File: src/rtl/lvs_pkg.sv
package lvs_pkg;

  localparam int NUM_PLANES = 3;
  localparam int BYTE_W     = 8;

  typedef enum logic [1:0] {
    PLANE_R = 2'd0,
    PLANE_G = 2'd1,
    PLANE_B = 2'd2
  } plane_e;

  typedef struct packed {
    logic take;   // capture returned byte into holding register
    logic load;   // move holding register into shifter
    logic shift;  // advance shifter by one bit
  } shift_ctl_t;

endpackage

File: src/rtl/lvs_timing.sv
module lvs_timing #(
  parameter int H_SYNC  = 96,
  parameter int H_BACK  = 48,
  parameter int H_ACT   = 640,
  parameter int H_FRONT = 16,
  parameter int V_SYNC  = 2,
  parameter int V_BACK  = 33,
  parameter int V_ACT   = 480,
  parameter int V_FRONT = 10,
  localparam int H_TOTAL = H_SYNC + H_BACK + H_ACT + H_FRONT,
  localparam int V_TOTAL = V_SYNC + V_BACK + V_ACT + V_FRONT,
  localparam int HW = $clog2(H_TOTAL),
  localparam int VW = $clog2(V_TOTAL)
) (
  input  logic          clk,
  input  logic          rst_n,
  output logic [HW-1:0] h_cnt,
  output logic          h_act,
  output logic          v_act,
  output logic          line_end,
  output logic          frame_end,
  output logic          hsync,
  output logic          vsync
);

  localparam logic [HW-1:0] H_LAST = HW'(H_TOTAL - 1);
  localparam logic [VW-1:0] V_LAST = VW'(V_TOTAL - 1);
  localparam logic [HW-1:0] HS_END = HW'(H_SYNC);
  localparam logic [HW-1:0] HA_BEG = HW'(H_SYNC + H_BACK);
  localparam logic [HW-1:0] HA_END = HW'(H_SYNC + H_BACK + H_ACT);
  localparam logic [VW-1:0] VS_END = VW'(V_SYNC);
  localparam logic [VW-1:0] VA_BEG = VW'(V_SYNC + V_BACK);
  localparam logic [VW-1:0] VA_END = VW'(V_SYNC + V_BACK + V_ACT);

  logic [HW-1:0] h_q, h_d;
  logic [VW-1:0] v_q, v_d;

  always_comb begin
    h_d = h_q;
    v_d = v_q;
    if (h_q == H_LAST) begin
      h_d = '0;
      v_d = (v_q == V_LAST) ? '0 : v_q + 1'b1;
    end else begin
      h_d = h_q + 1'b1;
    end
  end

  always_ff @(posedge clk or negedge rst_n) begin
    if (!rst_n) begin
      h_q <= '0;
      v_q <= '0;
    end else begin
      h_q <= h_d;
      v_q <= v_d;
    end
  end

  assign h_cnt     = h_q;
  assign h_act     = (h_q >= HA_BEG) && (h_q < HA_END);
  assign v_act     = (v_q >= VA_BEG) && (v_q < VA_END);
  assign line_end  = (h_q == H_LAST);
  assign frame_end = (h_q == H_LAST) && (v_q == V_LAST);
  assign hsync     = (h_q < HS_END);
  assign vsync     = (v_q < VS_END);

endmodule

File: src/rtl/lvs_fetch.sv
module lvs_fetch
  import lvs_pkg::*;
#(
  parameter int H_SYNC = 96,
  parameter int H_BACK = 48,
  parameter int IMG_W  = 64,
  parameter int IMG_H  = 48,
  parameter int SCALE  = 10,
  parameter int HW     = 10,
  parameter int ADDR_W = 9,
  localparam int BPR = IMG_W / BYTE_W,
  localparam int DW  = $clog2(SCALE + 1),
  localparam int CW  = $clog2(BPR + 1),
  localparam int RW  = $clog2(IMG_H + 1)
) (
  input  logic              clk,
  input  logic              rst_n,
  input  logic [HW-1:0]     h_cnt,
  input  logic              h_act,
  input  logic              v_act,
  input  logic              line_end,
  input  logic              frame_end,
  output logic              rd_en,
  output logic [ADDR_W-1:0] rd_addr,
  output shift_ctl_t        ctl
);

  localparam logic [HW-1:0] PRE_H    = HW'(H_SYNC + H_BACK - 3);
  localparam logic [HW-1:0] LOAD_H   = HW'(H_SYNC + H_BACK - 1);
  localparam logic [DW-1:0] DOT_LAST = DW'(SCALE - 1);
  localparam logic [CW-1:0] COL_LAST = CW'(BPR - 1);
  localparam logic [RW-1:0] ROW_LAST = RW'(IMG_H - 1);

  logic [DW-1:0] dot_q, dot_d;
  logic [2:0]    bit_q, bit_d;
  logic [CW-1:0] col_q, col_d;
  logic [DW-1:0] sub_q, sub_d;
  logic [RW-1:0] row_q, row_d;
  logic          rdv_q;
  logic          pre, byte_start, not_last, byte_end;
  logic [CW-1:0] col_sel;

  // in-line position: pixel within bit, bit within byte, byte column
  always_comb begin
    dot_d = dot_q;
    bit_d = bit_q;
    col_d = col_q;
    if (h_cnt == LOAD_H) begin
      dot_d = '0;
      bit_d = '0;
      col_d = '0;
    end else if (h_act) begin
      if (dot_q == DOT_LAST) begin
        dot_d = '0;
        bit_d = bit_q + 1'b1;
        if (bit_q == 3'd7) col_d = col_q + 1'b1;
      end else begin
        dot_d = dot_q + 1'b1;
      end
    end
  end

  // row repeat: each source row covers SCALE active lines
  always_comb begin
    sub_d = sub_q;
    row_d = row_q;
    if (frame_end) begin
      sub_d = '0;
      row_d = '0;
    end else if (line_end && v_act) begin
      if (sub_q == DOT_LAST) begin
        sub_d = '0;
        row_d = (row_q == ROW_LAST) ? '0 : row_q + 1'b1;
      end else begin
        sub_d = sub_q + 1'b1;
      end
    end
  end

  always_ff @(posedge clk or negedge rst_n) begin
    if (!rst_n) begin
      dot_q <= '0;
      bit_q <= '0;
      col_q <= '0;
      sub_q <= '0;
      row_q <= '0;
      rdv_q <= 1'b0;
    end else begin
      dot_q <= dot_d;
      bit_q <= bit_d;
      col_q <= col_d;
      sub_q <= sub_d;
      row_q <= row_d;
      rdv_q <= rd_en;
    end
  end

  assign pre        = (h_cnt == PRE_H);
  assign byte_start = h_act && (dot_q == '0) && (bit_q == 3'd0);
  assign not_last   = (col_q != COL_LAST);
  assign byte_end   = h_act && (dot_q == DOT_LAST) && (bit_q == 3'd7);
  assign col_sel    = pre ? '0 : col_q + 1'b1;

  assign rd_en   = v_act && (pre || (byte_start && not_last));
  assign rd_addr = ADDR_W'(row_q) * ADDR_W'(BPR) + ADDR_W'(col_sel);

  assign ctl.take  = rdv_q;
  assign ctl.load  = v_act && ((h_cnt == LOAD_H) || (byte_end && not_last));
  assign ctl.shift = h_act && (dot_q == DOT_LAST);

endmodule

File: src/rtl/lvs_plane_shifter.sv
module lvs_plane_shifter
  import lvs_pkg::*;
(
  input  logic              clk,
  input  logic              rst_n,
  input  shift_ctl_t        ctl,
  input  logic [BYTE_W-1:0] rd_byte,
  output logic              pix
);

  logic [BYTE_W-1:0] hold_q, hold_d;
  logic [BYTE_W-1:0] sh_q, sh_d;

  always_comb begin
    hold_d = ctl.take ? rd_byte : hold_q;
    if (ctl.load)       sh_d = hold_q;
    else if (ctl.shift) sh_d = {sh_q[BYTE_W-2:0], 1'b0};
    else                sh_d = sh_q;
  end

  always_ff @(posedge clk or negedge rst_n) begin
    if (!rst_n) begin
      hold_q <= '0;
      sh_q   <= '0;
    end else begin
      hold_q <= hold_d;
      sh_q   <= sh_d;
    end
  end

  assign pix = sh_q[BYTE_W-1];

endmodule

File: src/rtl/lowres_vga_scanout.sv
module lowres_vga_scanout
  import lvs_pkg::*;
#(
  parameter int H_SYNC  = 96,
  parameter int H_BACK  = 48,
  parameter int H_FRONT = 16,
  parameter int V_SYNC  = 2,
  parameter int V_BACK  = 33,
  parameter int V_FRONT = 10,
  parameter int IMG_W   = 64,
  parameter int IMG_H   = 48,
  parameter int SCALE   = 10,
  localparam int H_ACT   = IMG_W * SCALE,
  localparam int V_ACT   = IMG_H * SCALE,
  localparam int H_TOTAL = H_SYNC + H_BACK + H_ACT + H_FRONT,
  localparam int HW      = $clog2(H_TOTAL),
  localparam int ADDR_W  = $clog2(IMG_H * (IMG_W / 8))
) (
  input  logic              clk,
  input  logic              rst_n,
  output logic              mem_rd_en,
  output logic [ADDR_W-1:0] mem_rd_addr,
  input  logic [7:0]        mem_rd_red,
  input  logic [7:0]        mem_rd_grn,
  input  logic [7:0]        mem_rd_blu,
  output logic              hsync,
  output logic              vsync,
  output logic              video_on,
  output logic              red,
  output logic              grn,
  output logic              blu
);

  logic rst_s1_q, rst_sync_n;
  logic [HW-1:0] h_cnt;
  logic h_act, v_act, line_end, frame_end;
  shift_ctl_t ctl;
  logic [NUM_PLANES-1:0][BYTE_W-1:0] plane_bytes;
  logic [NUM_PLANES-1:0] plane_pix;

  // asynchronous assert, synchronous release
  always_ff @(posedge clk or negedge rst_n) begin
    if (!rst_n) begin
      rst_s1_q   <= 1'b0;
      rst_sync_n <= 1'b0;
    end else begin
      rst_s1_q   <= 1'b1;
      rst_sync_n <= rst_s1_q;
    end
  end

  lvs_timing #(
    .H_SYNC(H_SYNC), .H_BACK(H_BACK), .H_ACT(H_ACT), .H_FRONT(H_FRONT),
    .V_SYNC(V_SYNC), .V_BACK(V_BACK), .V_ACT(V_ACT), .V_FRONT(V_FRONT)
  ) u_timing (
    .clk(clk), .rst_n(rst_sync_n), .h_cnt(h_cnt), .h_act(h_act), .v_act(v_act),
    .line_end(line_end), .frame_end(frame_end), .hsync(hsync), .vsync(vsync)
  );

  lvs_fetch #(
    .H_SYNC(H_SYNC), .H_BACK(H_BACK), .IMG_W(IMG_W), .IMG_H(IMG_H),
    .SCALE(SCALE), .HW(HW), .ADDR_W(ADDR_W)
  ) u_fetch (
    .clk(clk), .rst_n(rst_sync_n), .h_cnt(h_cnt), .h_act(h_act), .v_act(v_act),
    .line_end(line_end), .frame_end(frame_end),
    .rd_en(mem_rd_en), .rd_addr(mem_rd_addr), .ctl(ctl)
  );

  assign plane_bytes[PLANE_R] = mem_rd_red;
  assign plane_bytes[PLANE_G] = mem_rd_grn;
  assign plane_bytes[PLANE_B] = mem_rd_blu;

  for (genvar p = 0; p < NUM_PLANES; p++) begin : g_plane
    lvs_plane_shifter u_shift (
      .clk(clk), .rst_n(rst_sync_n), .ctl(ctl),
      .rd_byte(plane_bytes[p]), .pix(plane_pix[p])
    );
  end

  assign video_on = h_act && v_act;
  assign red = video_on && plane_pix[PLANE_R];
  assign grn = video_on && plane_pix[PLANE_G];
  assign blu = video_on && plane_pix[PLANE_B];

endmodule

File: config.mk
export PLATFORM = sky130hd
export DESIGN_NAME = lowres_vga_scanout
export DESIGN_NICKNAME = d
export VERILOG_FILES = /design/src/rtl/lvs_pkg.sv /design/src/rtl/lvs_timing.sv /design/src/rtl/lvs_fetch.sv /design/src/rtl/lvs_plane_shifter.sv /design/src/rtl/lowres_vga_scanout.sv
export SDC_FILE = /design/constraint.sdc
export NUM_CORES = 1
export LEC_CHECK = 0
export BUFFER_PORTS_ARGS = -buffer_cell sky130_fd_sc_hd__buf_2
export CELL_PAD_IN_SITES_DETAIL_PLACEMENT = 1
export CELL_PAD_IN_SITES_GLOBAL_PLACEMENT = 1
export CORE_MARGIN = 5
export CORE_UTILIZATION = 40
export DETAILED_ROUTE_END_ITERATION = 8
export PLACE_DENSITY_LB_ADDON = 0.1
export SETUP_SLACK_MARGIN = 0.05
export SYNTH_ARGS = -nofsm -noshare
export SYNTH_HDL_FRONTEND = slang
export SYNTH_SLANG_ARGS = --single-unit
export TNS_END_PERCENT = 1
File: constraint.sdc
create_clock -name clk -period 3.4 [get_ports clk]
set_input_delay 0.85 -clock clk [delete_from_list [all_inputs] [get_ports clk]]
set_output_delay 0.85 -clock clk [all_outputs]
set_load 0.02 [all_outputs]
==> impl.org, run 1 <==
** Clock tree
- CTS Buf Count :: 9
- Clock input transition at the sequential cells of the worst setup and hold paths :: around 0.06 ns
- In this run the deepest clock path goes through 2 buffers.
- TritonCTS clock tree :: done
- Clk sink count :: just over 90
- Source-to-sink clock delay at the later pin of the worst-skew pair :: 0.35 ns
- In this run the number of H-tree levels came out at 3.
- Clock root cell :: clkbuf_16

** Layout
- In the final layout, the share of cells above drive strength 1 is between 20% and 30%.
- Total inserted antenna cells :: 0
- In the layout the commonest cells are dfrtp_1, buf_2, mux2_2, nor2_1, nand2_1.
- Commonest non-fill, non-tap cell in the layout :: dfrtp_1
- Compared with the post-synthesis result, the final layout area differs by 13.9%.
- Final net count :: slightly below 500
- Across the whole layout, storage elements account for ~2300 sq um.
- Summing all non-filler instances in the final layout gives an area of 5310 sq um.
- End-of-flow core utilization :: a little under half
- Footprint of the multi-input gates :: around 2200 sq um
- After the flow finishes, the layout carries non-filler instances totaling 597.
- Fill cells in the final layout number around 1,200.

** Yosys
- Instance count of the mapped netlist :: about 410
- Of all flip-flops after synthesis, the portion carrying an async set or reset was 100%.
- Commonest register cell after synthesis :: dfrtp_1
- Per-instance average area after synthesis :: between 10 and 15 sq um
- The share of the Yosys chip area taken by registers is roughly half.
- Number of synthesized flops with an enable pin :: 0
- Flops & latches, synth :: a little over 90
- Summed instance area of the synthesized netlist :: 4660 sq um
- Post-Synthesis Net Count :: about 450
- Ys Warns :: 0
- Synthesis instantiated 49 different standard cells from the library.

** Place
- Placed wire-length estimate :: 6730 um
- At the end of routability-driven placement, the weighted congestion stood at ~0.73.
- In this run the cell area measured after placement is 4990 sq um.
- Count of buffers from port buffering :: 41
- After detailed placement, the design holds a cell count of 581.

** Timing
- Final critical-path required period :: roughly 3.2 ns
- Period Utilization, post-route :: a little over nine tenths
- Setup violations remaining at the end of the flow were counted as 0.
- Across all hold checks on the routed design, the worst slack comes to between 0.2 and 0.3 ns.
- The number of endpoints with negative hold slack in the final report was 0.
- The max-slew violation count is 0.
- Setup repair after global routing missed its margin :: true
- Post-route setup TNS :: 0 ns
- For the pin with the worst max-slew slack, the measured transition is 1.05 ns.
- The clock arrives with about 0.0063 ns of skew.
- Static timing analysis puts the maximum clock frequency at approximately 0.3 GHz.
- In this run the tightest slew margin relative to its limit is approximately 30%.

** Critical path
- Reg-to-reg slack, setup :: approximately 0.66 ns
- In this run the number of cells on the critical path is 7.
- Grouping stages by cell kind, the critical path spends the most delay in simple AND/OR/NAND/NOR gates.
- The number of cells on the worst reg-to-reg path is 6.
- End of the worst register-to-register path :: g_plane[1].u_shift.sh_q[3]$_DFFE_PN0P_
- The startpoint identified for the worst register-to-register timing path is u_timing.h_cnt[5]$_DFF_PN0_.
- At the worst endpoint, the arrival time is ~2.4 ns.
- Data required, critical path :: 2.55 ns
- Cell Chain, Critical Path :: ha_2 > or4_1 > nor4b_4 > nor2_1 > nor2b_2 > and2_1 > buf_2
- Highest cell delay on the worst timing path :: approximately 0.45 ns
- Of all nets on the critical path, the largest fanout is 6.
- By startpoint and endpoint, the worst setup path is classified as reg -> out.
- Counting both buffers and inverters, the worst setup path holds a total of 1.
- STA classifies the critical path endpoint as an output port.
- STA classifies the critical path startpoint as a flip-flop.
- Slowest-stage cell, CP :: or4_1

** Floorplan
- Initial Util :: 40.8%
- After floorplanning, the core was divided into 39 placement rows.
- Core outline area :: about 11,000 sq um
- Die height :: 118 um
- Total die area :: around 14,000 sq um
- Die width :: 118 um
- 42 I/O pins were placed.

** Job
- Number of violations of the max-capacitance limit :: 0

** Global route
- Initial antenna violation count :: 0
- Global routing usage summed across all routing layers :: 14.5%
- The number of global-route vias before repair came to about 3,400.
- Wire length of the first global-routing pass :: around 17,000 um
- Entering global routing, the biggest net connects 50 pins.
- Summed over all layers, the global routing overflow is 0.

** Power
- Leakage power :: approximately 0.0026 uW
- VDD sags by at most between 0.3 and 0.4 mV.
- Cell Pwr Density :: slightly below 400 nW/um^2

** Worst hold path
- Hold Crit Class :: in -> async

** Drt
- Dividing the detail-routed via count by the number of cells gives 5.27.
- The detailed router placed approximately 3,100 vias in this run.
- The first TritonRoute pass finished after 4 iterations.
- For this run, design rule violations remaining after detail routing come to 0.
- In the final routed layout, each cell accounts on average for roughly 16 um.
- Total wire length after detailed routing :: 9420 um
- The detail route stage leaves a number of antenna-violating nets equal to 0.
- Number of DRC markers after the initial detailed-route iteration :: around 160

** Run status
- The flow ran to the end, and the final reports show no timing, DRC or antenna violations.
==> how the worst max path moves through the flow <==
stage | startpoint | endpoint | slack (ns)
floorplan | u_timing.v_q[0]$_DFFE_PN0N_ | blu | 0.40
global placement | u_timing.v_q[0]$_DFFE_PN0N_ | red | 0.38
detailed placement | u_timing.v_q[0]$_DFFE_PN0N_ | red | 0.35
CTS | u_timing.v_q[0]$_DFFE_PN0N_ | red | 0.05
global route | u_timing.v_q[0]$_DFFE_PN0N_ | red | 0.04
finish | u_timing.v_q[0]$_DFFE_PN0N_ | red | 0.15
==> per-stage QoR <==
| stage | total power (uW) | worst slack (ns) |
|---|---|---|
| 4_1_cts | 2140 | 0.0526 |
| 6_report | 2100 | 0.154 |
| 5_1_grt | 2190 | 0.0383 |
| 2_1_floorplan | 1130 | 0.396 |
| 3_5_place_dp | 1160 | 0.351 |
| 3_3_place_gp | 1160 | 0.380 |
==> synth_stat cells, types with 12 or more instances <==
library cell	count	area (sq um)
dfrtp_1	92	2300
mux2_2	40	450
nor2_1	29	109
nand2_1	27	101
o21ai_0	20	100
nand3_1	17	85.1
mux2_4	16	240
inv_1	15	56.3
ha_1	14	175
a21oi_1	12	60.1
clkbuf_1	12	45.0
xor2_1	12	105
==> final cells by class <==
cell class	instances	share of cell area [%]
Inverter	15	1.06
Clock inverter	4	0.613
Clock buffer	12	4.83
Multi-Input combinational cell	283	41.8
Tap cell	143	3.37
Sequential cell	92	43.4
Timing Repair Buffer	48	4.86
==> where the power goes <==
group,total [uW],internal (uW),switching (uW)
combinational,25.9,11.6,14.3
sequential,1110,1100,11.6
clock,972,540,432
total,2100,1650,458
==> logic make-up after synthesis <==
group,after synthesis,share of synthesized area (%)
AND/OR/NAND/NOR,131,14.9
flip-flops,92,49.4
multiplexers,69,17.8
AO/OA/AOI/OAI,47,6.44
buffers and inverters,34,3.65
XOR/XNOR,21,3.95
adder cells (fa/ha/maj),14,3.76
other,1,0.0805
==> per-layer routing <==
layer	up-vias	wire length [um]	track usage (%)
met5	-	0	0
met4	0	133	4.73
met3	11	254	3.80
li1	1511	-	-
met1	1594	4320	18.0
met2	29	4710	24.6
==> flip-flops by register name, indices dropped and copies added (netlist names) <==
| register | count |
|---|---|
| u_timing.h_cnt | 10 |
| u_fetch.dot_q | 4 |
| u_timing.v_q | 10 |
| g_plane.u_shift.hold_q | 24 |
| rst_s1_q | 1 |
| rst_sync_n | 1 |
| u_fetch.sub_q | 4 |
| u_fetch.bit_q | 3 |
| u_fetch.col_q | 4 |
| u_fetch.rdv_q | 1 |
| u_fetch.row_q | 6 |
| g_plane.u_shift.sh_q | 24 |
==> what timing repair did <==
item                                    CTS  global route
resized for setup                         1             5
hold buffers                              0             0
buffers inserted                          0             0
endpoints found under the setup margin    3             7
Power figures use the tool's default switching activity.
==> run 2: changes to the inputs <==
==> constraint.sdc (replaced) <==
create_clock -name clk -period 3.4 [get_ports clk]
set_input_delay 0.17 -clock clk [delete_from_list [all_inputs] [get_ports clk]]
set_output_delay 0.17 -clock clk [all_outputs]
set_load 0.02 [all_outputs]
==> impl.org, run 2 (synthesized netlist as in run 1, its figures left out) <==
** Run status
- Run status: complete, no violations (unchanged).

** Clock tree
- Postcts setup bufs :: 0 (unchanged)
- Clock root cell :: clkbuf_16 (unchanged)
- CTS Buf Count :: 9 (unchanged)
- The maximum number of buffers from clock root to sink is 2 (unchanged).
- Number of gates resized after CTS :: 0 (was 1)
- Clk sink count :: 92 (unchanged)
- CTS Hold Buffers Added :: 1 (was 0)
- Number of levels in the clock H-tree :: 3 (unchanged)
- The latest clock arrival within the worst-skew pair is 0.35 ns (about the same).
- The clock-pin slew on the worst setup and hold paths is 0.07 ns (was 0.06 ns).
- The clock tree from TritonCTS was done (unchanged).

** Layout
- The share of layout cells above drive strength 1 is 27.9% (was 29.5%).
- Commonest cells after routing, fill and taps aside :: dfrtp_1, buf_2, mux2_2, nor2_1, nand2_1 (unchanged)
- Commonest non-fill, non-tap cell in the layout :: dfrtp_1 (unchanged)
- The layout overhead on the synthesized area was 14.4% (was 13.9%).
- Registers with the highest flip-flop counts: g_plane.u_shift.hold_q (24), g_plane.u_shift.sh_q (24) (unchanged).
- Final net count :: 487 (was 489)
- The number of antenna repair diodes came to 0 (unchanged).

** Job
- The number of max-cap violations came to 0 (unchanged).

** Drt
- DR pass1 iterations :: 4 (unchanged)
- Total wire length after detailed routing :: 9560 um (was 9420 um)
- The average via count per standard cell was 5.23 (was 5.27).
- The number of routed nets with antenna violations was 0 (unchanged).
- The number of DRC violations after detailed routing was 0 (unchanged).
- The via count of the routed design was 3,112 (was 3,145).
- The violation count after the first detailed-routing iteration came to 63 (was 157).
- The final routed wire length divided by cell count was 16.1 um (was 15.8 um).

** Critical path
- The maximum fanout count along the critical path is 6 (unchanged).
- The critical path startpoint category was a flip-flop (unchanged).
- The arrival time at the worst endpoint came to 2.73 ns (was 2.40 ns).
- The kind of end point of the critical path is an output port (unchanged).
- Critical setup path kind :: reg -> out (unchanged)
- Data required, critical path :: 3.23 ns (was 2.55 ns)

** Timing
- Fin Hold WS :: 0.0373 ns (was 0.275 ns)
- Hold Fails Final Rpt :: 0 (unchanged)
- Number of setup violations in the final report :: 0 (unchanged)
- Setup repair after global routing missed its margin: false (was true).
- The setup TNS came to 0 ns (unchanged).
- The shortest clock period the worst path allows after layout came to 2.90 ns (was 3.25 ns).
- The maximum clock frequency was 0.344 GHz (was 0.308 GHz).
- The max-slew violation count is 0 (unchanged).
- The final setup slack of the worst path was 0.496 ns (was 0.154 ns).
- The clock skew after layout came to 0.00754 ns (was 0.00625 ns).
- Worst Tran Pin Value :: 1.06 ns (was 1.05 ns)
- Period Utilization, post-route :: 85.4% (was 95.5%)
- The headroom to the max-slew limit came to 29.4% (was 29.7%).

** Global route
- The wire length of the first global-routing pass came to 16,700 um (was 16,600 um).
- The maximum number of pins on one net before global-route repair was 48 (was 50).
- The number of global-route vias before repair was 3,414 (was 3,359).
- Congestion Overflow GR :: 0 (unchanged)
- Global routing usage summed across all routing layers :: 14.7% (was 14.5%)
- The number of antenna violations at the first check in global routing came to 0 (unchanged).

** Power
- Leakage power :: 0.00261 uW (was 0.00258 uW)
- The power density over cell area was 434 nW/um^2 (was 396 nW/um^2).
- The worst IR drop on VDD came to 0.319 mV (was 0.352 mV).
- Power consumption :: 2310 uW (was 2100 uW)

** Floorplan
- The chip width came to 118 um (unchanged).
- The core box area is 11,400 sq um (unchanged).
- Initial Util :: 40.8% (unchanged)
- I/O pin total :: 42 (unchanged)
- The die area was 13,900 sq um (unchanged).
- The height of the die came to 118 um (unchanged).
- The number of core rows is 39 (unchanged).

** Place
- Placed wire-length estimate :: 6690 um (was 6730 um)
- The routability congestion estimate from global placement came to 0.793 (was 0.729).
- Count of buffers from port buffering :: 41 (unchanged)
- The setup slack after placement was 0.511 ns (was 0.351 ns).

** Worst hold path
- The path class of the lowest-slack min-delay path is in -> reg (was in -> async).
[run 2: changes by cell type in the layout (fill, tap and decap cells not counted), sizes merged]
cell         delta
buf             -3
bufinv          +3
clkbuf          -1
clkinvlp        -2
dlygate4sd3     +1
[run 2: final cells by class]
type	count	area, sq um
fill	1234	6090
sequential	92	2310
multi-input combinational	283	2190
timing repair buffer	46	245
clock buffer	11	243
tap	143	179
clock inverter	5	108
inverter	15	56.3
[run 2: routing by layer]
metal | vias to the layer above | wire (um) | GRT usage, %
met5 | - | 0 | 0
met4 | 0 | 241 | 7.10
met3 | 17 | 232 | 2.79
met2 | 34 | 4730 | 24.8
met1 | 1550 | 4350 | 17.9
li1 | 1511 | - | -
[run 2: where the power goes]
| group | switching, uW | internal (uW) | leakage, uW |
|---|---|---|---|
| clock | 435 | 743 | 0.000170 |
| combinational | 14.6 | 12.3 | 0.00120 |
| sequential | 11.0 | 1100 | 0.00124 |
[run 2: path summary, 6_finish.rpt]
path | cells after the start | endpoint | slack, ns | from
max in group asynchronous | 1 | g_plane[2].u_shift.hold_q[6]$_DFFE_PN0P_ | 2.24 | rst_sync_n$_DFF_PN0_
hold / removal | 3 | g_plane[0].u_shift.hold_q[0]$_DFFE_PN0P_ | 0.04 | mem_rd_red[0]
min in group asynchronous | 2 | rst_s1_q$_DFF_PN0_ | 0.14 | rst_n
hold reg to reg | 0 | rst_sync_n$_DFF_PN0_ | 0.35 | rst_s1_q$_DFF_PN0_
setup / recovery | 7 | red | 0.50 | u_timing.v_q[0]$_DFFE_PN0N_
setup reg to reg | 6 | g_plane[2].u_shift.sh_q[4]$_DFFE_PN0P_ | 0.51 | u_timing.h_cnt[5]$_DFF_PN0_
[run 2: stage by stage]
| step | area, sq um | instances | utilization, % |
|---|---|---|---|
| floorplan | 4660 | 409 | - |
| global placement | 4970 | 578 | 43.5 |
| detailed placement | 4970 | 578 | 43.5 |
| CTS | 5330 | 595 | 46.7 |
| global route | 5330 | 595 | 46.7 |
| finish | 5330 | 595 | 46.7 |
[run 2: worst max-delay path, stage by stage, from the launching register on]
cell and delay [ns]:
dfrtp_1 0.41, ha_1 0.27, or4_1 0.42, nor4b_2 0.45, nor2_1 0.15, nor2b_1 0.29
and2_1 0.22, buf_2 0.18
